===== config.mk =====
export PLATFORM = sky130hd
export DESIGN_NAME = irq_vector_unit
export DESIGN_NICKNAME = d
export VERILOG_FILES = /design/src/rtl/irq_pkg.sv /design/src/rtl/irq_pin_sync.sv /design/src/rtl/irq_pick.sv /design/src/rtl/irq_vector_unit.sv
export SDC_FILE = /design/constraint.sdc
export NUM_CORES = 1
export LEC_CHECK = 0
export BUFFER_PORTS_ARGS = -buffer_cell sky130_fd_sc_hd__buf_2
export CAP_MARGIN = 10
export CORE_MARGIN = 1.5
export CORE_UTILIZATION = 51
export CTS_BUF_LIST = sky130_fd_sc_hd__clkbuf_16
export DETAILED_ROUTE_END_ITERATION = 12
export PLACE_DENSITY = 0.83
export SETUP_SLACK_MARGIN = 0.3
export SKIP_CTS_REPAIR_TIMING = 1
export SYNTH_ARGS = -nofsm -noshare
export SYNTH_HDL_FRONTEND = slang
export SYNTH_SLANG_ARGS = --single-unit

===== constraint.sdc =====
create_clock -name clk -period 3.14 [get_ports clk]
set_input_delay 0 -clock clk [delete_from_list [all_inputs] [get_ports clk]]
set_output_delay 0 -clock clk [all_outputs]
set_load 0.01 [all_outputs]

===== src/rtl/irq_pkg.sv =====
package irq_pkg;
  localparam int NSRC  = 5;
  localparam int NPIN  = 2;
  localparam int IDX_W = 3;
  localparam int VEC_W = 16;
  localparam int GIE_BIT = 7;
  localparam logic [IDX_W-1:0] SER_IDX = 3'd4;

  // vector address of a source index: 8*i + 3
  function automatic logic [VEC_W-1:0] vec_of(input logic [IDX_W-1:0] i);
    return {{(VEC_W-IDX_W-3){1'b0}}, i, 3'b011};
  endfunction
endpackage


===== src/rtl/irq_pin_sync.sv =====
module irq_pin_sync #(
  parameter int NPIN = 2
) (
  input  logic            clk,
  input  logic            rst,
  input  logic [NPIN-1:0] pin_n,
  output logic [NPIN-1:0] low,
  output logic [NPIN-1:0] fall
);
  genvar p;
  generate
    for (p = 0; p < NPIN; p++) begin : g_pin
      logic s1, s2, s3;
      always_ff @(posedge clk) begin
        if (rst) begin
          s1 <= 1'b1;
          s2 <= 1'b1;
          s3 <= 1'b1;
        end else begin
          s1 <= pin_n[p];
          s2 <= s1;
          s3 <= s2;
        end
      end
      assign low[p]  = ~s2;
      assign fall[p] = s3 & ~s2;
    end
  endgenerate
endmodule


===== src/rtl/irq_pick.sv =====
module irq_pick #(
  parameter int NSRC  = 5,
  parameter int IDX_W = 3
) (
  input  logic [NSRC-1:0]  pend,
  output logic             valid,
  output logic [IDX_W-1:0] idx
);
  always_comb begin
    valid = |pend;
    idx   = '0;
    for (int i = NSRC - 1; i >= 0; i--) begin
      if (pend[i]) idx = IDX_W'(i);
    end
  end
endmodule


===== src/rtl/irq_vector_unit.sv =====
module irq_vector_unit
  import irq_pkg::*;
(
  input  logic             clk,
  input  logic             rst,
  input  logic             reg_we,
  input  logic             reg_addr,
  input  logic [7:0]       reg_wdata,
  output logic [7:0]       reg_rdata,
  input  logic [NPIN-1:0]  ext_pin_n,
  input  logic [NPIN-1:0]  tmr_ovf,
  output logic [NPIN-1:0]  tmr_clr,
  input  logic             ser_tx,
  input  logic             ser_rx,
  output logic             irq_req,
  output logic [VEC_W-1:0] irq_vec,
  input  logic             irq_ack,
  input  logic             irq_ret
);
  logic [NSRC-1:0]  en_q;
  logic             gie_q;
  logic [NPIN-1:0]  mode_q, flag_q;
  logic             busy_q, busy_n, req_q, take;
  logic [IDX_W-1:0] idx_q, win_idx;
  logic [VEC_W-1:0] vec_q;
  logic [NPIN-1:0]  tclr_q, pin_low, pin_fall;
  logic [7:0]       rdata_q;
  logic [NSRC-1:0]  pend, masked;
  logic             win_valid;

  irq_pin_sync #(.NPIN(NPIN)) u_sync (
    .clk(clk), .rst(rst), .pin_n(ext_pin_n), .low(pin_low), .fall(pin_fall)
  );

  assign take = irq_ack & req_q;

  genvar p;
  generate
    for (p = 0; p < NPIN; p++) begin : g_src
      localparam logic [IDX_W-1:0] EXT_I = IDX_W'(2 * p);
      localparam logic [IDX_W-1:0] TMR_I = IDX_W'(2 * p + 1);
      assign pend[2*p]   = mode_q[p] ? flag_q[p] : pin_low[p];
      assign pend[2*p+1] = tmr_ovf[p];
      always_ff @(posedge clk) begin
        if (rst) begin
          flag_q[p] <= 1'b0;
          tclr_q[p] <= 1'b0;
        end else begin
          if (!mode_q[p])                  flag_q[p] <= 1'b0;
          else if (pin_fall[p])            flag_q[p] <= 1'b1;
          else if (take && idx_q == EXT_I) flag_q[p] <= 1'b0;
          tclr_q[p] <= take && idx_q == TMR_I;
        end
      end
    end
  endgenerate

  assign pend[SER_IDX] = ser_tx | ser_rx;
  assign masked = pend & en_q & {NSRC{gie_q}};

  irq_pick #(.NSRC(NSRC), .IDX_W(IDX_W)) u_pick (
    .pend(masked), .valid(win_valid), .idx(win_idx)
  );

  always_comb begin
    busy_n = busy_q;
    if (take)         busy_n = 1'b1;
    else if (irq_ret) busy_n = 1'b0;
  end

  always_ff @(posedge clk) begin
    if (rst) begin
      en_q    <= '0;
      gie_q   <= 1'b0;
      mode_q  <= '0;
      busy_q  <= 1'b0;
      req_q   <= 1'b0;
      idx_q   <= '0;
      vec_q   <= '0;
      rdata_q <= '0;
    end else begin
      if (reg_we && !reg_addr) begin
        en_q  <= reg_wdata[NSRC-1:0];
        gie_q <= reg_wdata[GIE_BIT];
      end
      if (reg_we && reg_addr) mode_q <= reg_wdata[NPIN-1:0];
      busy_q <= busy_n;
      req_q  <= win_valid && !busy_n;
      if (!busy_n) begin
        idx_q <= win_idx;
        vec_q <= vec_of(win_idx);
      end
      if (reg_addr) rdata_q <= 8'({flag_q, mode_q});
      else          rdata_q <= {gie_q, 7'(en_q)};
    end
  end

  assign irq_req   = req_q;
  assign irq_vec   = vec_q;
  assign tmr_clr   = tclr_q;
  assign reg_rdata = rdata_q;


  ack_quiet_chk: assert property (@(posedge clk) disable iff (rst)
    (irq_ack && irq_req) |=> !irq_req);

  busy_hold_chk: assert property (@(posedge clk) disable iff (rst)
    (busy_q && !irq_ret) |=> !irq_req);

  vec_shape_chk: assert property (@(posedge clk) disable iff (rst)
    irq_req |-> (irq_vec[2:0] == 3'b011 && irq_vec < VEC_W'(8 * NSRC)));

  clr_single_chk: assert property (@(posedge clk) disable iff (rst)
    $onehot0(tmr_clr));

  clr_pulse_chk: assert property (@(posedge clk) disable iff (rst)
    (|tmr_clr) |=> !(|tmr_clr));

  level_noflag_chk: assert property (@(posedge clk) disable iff (rst)
    !mode_q[0] |=> !flag_q[0]);

  gie_off_chk: assert property (@(posedge clk) disable iff (rst)
    (!gie_q && !busy_q) |=> !irq_req);
endmodule


==> results_dict.tcl, run 1 <==
set metrics [dict create \
    grt_pass1_vias 865 \
    crit_arrival_ps 1480 \
    syn_avg_cell_area_sq_um 9.86 \
    rsz0062_at_grt "false" \
    coreArea_sq_um 2250 \
    r2r_setup_slack_ps 1820 \
    ios 47 \
    post-route-period-util_pct 41.9 \
    maxCapViolCount 0 \
    fmaxAchievable_mhz 760 \
    min_period_ps 1320 \
    die_h_um 52.2 \
    slew_headroom_pct 54.4 \
    critPathRequiredTime_ps 3300 \
    track_usage_pct 19.7 \
    yosys_warnings 0 \
    die_area_sq_um 2720 \
    placedCellCount 177 \
    worst-setup-path-type "flop to flop" \
    p_switching_mw 0.194 \
    worst_hold_slack_ps -9.40 \
    slew_viol_final 0 \
    power.share.clock_pct 48.7 \
    synth_area_sq_um 1230 \
    final_cell_mix "buf_2, dfxtp_1, conb_1" \
    areaGrowthSynthToFinish_pct 21.6 \
    clockRootBuffer "clkbuf_16" \
    synthDistinctLibCells 32 \
    num-nets-final 179 \
    fin_tns_setup_ps 0 \
    layout_commonest_cell "buf_2" \
    floorplan.initialDensity_pct 54.7 \
    skew_ps 4.29 \
    rows 17 \
    seqCellArea_sq_um 601 \
    met1_usage_pct 21.1 \
    n_antenna_cell 0 \
    drive_above_1_share_pct 30.6 \
    ys_ff_latch 30 \
    final_util_pct 66.5 \
    leakagePower_nw 0.699 \
    clock_path_buffers 2 \
    cts.reportedPaths.clkPinSlew_ps 50 \
    synth_seq_area_share_pct 48.7 \
    critPathLaunchType "flop" \
    finalWirelength_um 2350 \
    insertion_delay_ps 270 \
    multi_input_area_sq_um 526 \
    place_hpwl_um 1610 \
    dpl-instance-area_sq_um 1330 \
    violations "negative hold slack" \
    hold_class "input port to flop" \
    setup_violations 0 \
    worst_pin_slew_ps 682 \
    vdd.ir_drop.worst_mv 0.512 \
    hold_viol 3 \
    use_met2_pct 33.8 \
    drt_iter0_markers 27 \
    combPwrFrac_pct 6.6 \
    vias 959 \
    antenna_left 0 \
    post_drt_wl_per_cell_um 12.5 \
    syn_inst 125 \
    ctsHtreeMaxLevel 2 \
    stdcell_count 188 \
    switching_share_pct 21.6 \
    grt_first_pass_wirelength_um 3720 \
    fill_cells 196 \
    final_cell_area_sq_um 1500 \
    tritoncts "built" \
    cts_num_sinks 30 \
    port_buffers 31 \
    cp_max_fo 10 \
    cellInternalPower_mw 0.705 \
    status "finished with violations" \
    use_met3_pct 8.62 \
    drc 0 \
    cts_buffers 5 \
    routed_via_density 5.10 \
    busiest_layer "met2" \
    power_frac_seq_pct 44.7 \
    p_per_area_nw_per_um2 600 \
    gp_congestion 0.842 \
    antenna_found_initial 0 \
    worstSetupEndpointType "flop" \
    grt_max_degree 27 \
    grt_remaining_overflow 0 \
    firstDrtPassIters 4 \
    die_w_um 52.2 \
]
==> routing by layer <==
| layer | vias up | wire, um | share of wire, % |
|---|---|---|---|
| met5 | - | 0 | 0 |
| met4 | 0 | 40 | 1.7 |
| met3 | 5 | 166 | 7.1 |
| met2 | 41 | 1150 | 49 |
| met1 | 445 | 985 | 42 |
| li1 | 468 | - | - |
==> critical path, cell delays in order, from the launching register on <==
cell	delay, ps
dfxtp_1	550
nand2_1	110
a21oi_2	190
a311oi_2	70
a32o_1	280
==> cells in the mapped netlist <==
library cell,number,area [sq um]
o41ai_1,2,17.5
and3b_1,1,8.76
a311oi_2,1,15.0
o21ai_1,1,5.00
nor2b_1,1,6.26
dfxtp_1,30,601
buf_2,2,10.0
nor3b_1,2,15.0
conb_1,1,3.75
nand3b_4,1,20.0
a311oi_1,1,8.76
nand3_1,2,10.0
nor2_1,11,41.3
inv_1,4,15.0
or2_2,6,37.5
mux2i_1,10,100
a21oi_1,4,20.0
or2_1,2,12.5
clkbuf_8,1,13.8
a31o_2,1,8.76
nor4_1,2,12.5
clkbuf_1,2,7.51
o21ai_0,3,15.0
a31oi_1,1,6.26
nand2_1,10,37.5
nand2b_1,2,12.5
o211a_1,1,10.0
a21oi_2,2,17.5
a22o_1,1,8.76
a32o_1,2,20.0
buf_4,14,105
and3b_2,1,10.0
==> cells by family after synthesis <==
kind of cell	after synthesis	synth area share, %
DFF	30	48.7
buffers and inverters	23	12.3
other	1	0.304
and+or+nand+nor	41	18.2
AOI/OAI and AO/OA	20	12.4
muxes	10	8.12
==> through the flow <==
stage,setup WS (ps),total power [mW]
after global placement,1890,0.462
after global routing,1740,0.933
after detailed placement,1860,0.465
after CTS,1840,0.903
after floorplan,1990,0.458
final,1820,0.899
==> state kept, by name, indices dropped and copies added, names as in the netlist, 2 cells and up <==
signal and count:
en_q 5, idx_q 3, flag_q 2, mode_q 2, u_sync.g_pin.s3 2, u_sync.g_pin.s2 2
u_sync.g_pin.s1 2, tmr_clr 2, reg_rdata 6
==> power groups by stage <==
stage / Clock (mW) / Sequential (mW) / Combinational (mW)
after detailed placement: 0 / 0.409 / 0.0561
after floorplan: 0 / 0.407 / 0.0508
final: 0.438 / 0.402 / 0.0596
after global routing: 0.463 / 0.403 / 0.0669
after CTS: 0.444 / 0.402 / 0.0567
after global placement: 0 / 0.408 / 0.0541
==> worst paths after layout <==
path,cells past startpoint,to,startpoint
hold / removal,3,en_q[0]$_SDFFE_PP0P_,reg_wdata[0]
setup / recovery,4,idx_q[2]$_SDFFE_PP0P_,gie_q$_SDFFE_PP0P_
setup reg to reg,4,idx_q[2]$_SDFFE_PP0P_,gie_q$_SDFFE_PP0P_
hold reg to reg,1,u_sync.g_pin[1].s2$_SDFF_PP1_,u_sync.g_pin[1].s1$_SDFF_PP1_
==> layout make-up <==
type | count | share of cell area [%]
multi-input combinational | 84 | 35.1
inverter | 4 | 1.00
clock buffer | 5 | 8.35
sequential | 30 | 40.1
clock inverter | 3 | 0.835
timing repair buffer | 34 | 12.4
tap | 28 | 2.34
Power figures use the tool's default switching activity.
==> run 2, diff against run 1 <==
--- a/config.mk
+++ b/config.mk
@@ -8,10 +8,10 @@
 export BUFFER_PORTS_ARGS = -buffer_cell sky130_fd_sc_hd__buf_2
 export CAP_MARGIN = 10
 export CORE_MARGIN = 1.5
-export CORE_UTILIZATION = 51
+export CORE_UTILIZATION = 43
 export CTS_BUF_LIST = sky130_fd_sc_hd__clkbuf_16
 export DETAILED_ROUTE_END_ITERATION = 12
-export PLACE_DENSITY = 0.83
+export PLACE_DENSITY = 0.74
 export SETUP_SLACK_MARGIN = 0.3
 export SKIP_CTS_REPAIR_TIMING = 1
 export SYNTH_ARGS = -nofsm -noshare
==> constraint.sdc (replaced) <==
create_clock -name clk -period 1.07 [get_ports clk]
set_input_delay 0 -clock clk [delete_from_list [all_inputs] [get_ports clk]]
set_output_delay 0 -clock clk [all_outputs]
set_load 0.01 [all_outputs]
==> run 2 against run 1 <==
The flow finishes with violations (negative hold slack, negative setup slack). Sequential cell count unchanged. Core utilization down 2.8 points. Sequential share of layout area down 4.8 points. Largest cell class unchanged. Largest power group unchanged.
==> results_dict.tcl, run 2 (synthesized netlist as in run 1, its figures left out) <==
set metrics [dict create \
    post_drt_wl_per_cell_um 13.4 \
    min_from "reg_wdata[2]" \
    num-nets-final 198 \
    leakagePower_nw 0.812 \
    grt_first_pass_wirelength_um 4120 \
    cts_buffers 5 \
    insertion_delay_ps 280 \
    violations "negative hold slack, negative setup slack" \
    vdd.ir_drop.worst_mv 1.64 \
    floorplan.initialDensity_pct 45.1 \
    setup_violations 5 \
    worst_hold_path.endpoint "en_q[2]$_SDFFE_PP0P_" \
    reg2reg_depth 3 \
    gp_congestion 0.894 \
    grt_remaining_overflow 0 \
    setup_slack_ps -154 \
    n_antenna_cell 0 \
    skew_ps 7.48 \
    hold_class "input port to flop" \
    p_per_area_nw_per_um2 1540 \
    firstDrtPassIters 4 \
    path_cells "o41ai_2 -> o21ai_0 -> and3b_1" \
    drc 0 \
    finalWirelength_um 2810 \
    tritoncts "built" \
    worst_hold_slack_ps -33.5 \
    layout_commonest_cell "buf_2" \
    post-route-period-util_pct 114 \
    routed_via_density 5.03 \
    vias 1057 \
    r2r_start "idx_q[1]$_SDFFE_PP0P_" \
    cts.reportedPaths.clkPinSlew_ps 50 \
    cp.depth 3 \
    worst-path-buf-inv 0 \
    crit_arrival_ps 1390 \
    crit_family "compound AO/OA/AOI/OAI gates" \
    r2r_end "flag_q[0]$_SDFFE_PP0P_" \
    grt_max_degree 18 \
    cts_num_sinks 30 \
    rsz0062_at_grt "true" \
    port_buffers 31 \
    fill_cells 219 \
    status "finished with violations" \
    holdPathStages 3 \
    antenna_left 0 \
    die_h_um 56.5 \
    critPathLaunch "idx_q[1]$_SDFFE_PP0P_" \
    drt_iter0_markers 18 \
    r2r_setup_slack_ps -150 \
    grt_pass1_vias 975 \
    areaGrowthSynthToFinish_pct 41.2 \
    rows 19 \
    die_w_um 56.5 \
    worstSetupEndpointType "flop" \
    p_total_mw 2.69 \
    slew_viol_final 0 \
    critPathRequiredTime_ps 1240 \
    antenna_found_initial 0 \
    place_hpwl_um 1800 \
    cp_max_fo 5 \
    critPathMaxStageDelay_ps 440 \
    ios 47 \
    slowest_stage "o41ai_2" \
    clock_path_buffers 2 \
    final_cell_mix "buf_2, dfxtp_1, conb_1, buf_4, nor2_1" \
    die_area_sq_um 3200 \
    coreArea_sq_um 2730 \
    track_usage_pct 17.5 \
    clockRootBuffer "clkbuf_16" \
    maxCapViolCount 0 \
    worst-setup-path-type "flop to flop" \
    min_period_ps 1220 \
    drive_above_1_share_pct 46.4 \
    fin_tns_setup_ps -511 \
    hold_viol 2 \
    critPathLaunchType "flop" \
    ctsHtreeMaxLevel 2 \
    largest_reg_flops 6 \
    fmaxAchievable_mhz 817 \
]
run 2: power breakdown:
| group | total, mW | switching (mW) | internal [mW] |
|---|---|---|---|
| Clock | 1.28 | 0.449 | 0.835 |
| Combinational | 0.224 | 0.113 | 0.111 |
| Sequential | 1.18 | 0.0239 | 1.15 |
| Total | 2.69 | 0.587 | 2.10 |
run 2: stage by stage:
step	instances	util (%)	instance area, sq um	worst slack (ps)
finish	210	63.7	1740	-154
CTS	202	58.0	1590	-119
detailed placement	194	53.0	1450	-104
global placement	194	53.0	1450	-94.1
global route	210	63.7	1740	-206
floorplan	137	-	1290	-31.6
run 2: layout make-up:
class	count	area, sq um	area share [%]
sequential	30	614	35.3
multi-input combinational	84	588	33.8
timing repair buffer	53	347	19.9
clock buffer	5	125	7.19
tap	31	38.8	2.23
inverter	4	15.0	0.863
clock inverter	3	12.5	0.719
run 2: worst max-delay path by stage:
stage,end,slack (ps)
2_1_floorplan,idx_q[2]$_SDFFE_PP0P_,-30
3_3_place_gp,flag_q[0]$_SDFFE_PP0P_,-90
3_5_place_dp,idx_q[2]$_SDFFE_PP0P_,-100
4_1_cts,idx_q[2]$_SDFFE_PP0P_,-120
5_1_grt,flag_q[1]$_SDFFE_PP0P_,-210
6_report,flag_q[0]$_SDFFE_PP0P_,-150
run 2: layer usage:
metal / track usage, % / vias up / wire length [um]
li1: - / 507 / -
met4: 18.0 / 0 / 123
met5: 0 / - / 0
met3: 4.84 / 15 / 159
met1: 17.1 / 492 / 1050
met2: 28.6 / 43 / 1490
run 2: tightest hold or removal path: cells and delay by family:
kind                   cells  cell delay (ps)
buffers and inverters      1               80
and+or+nand+nor            1               70
muxes                      1               60
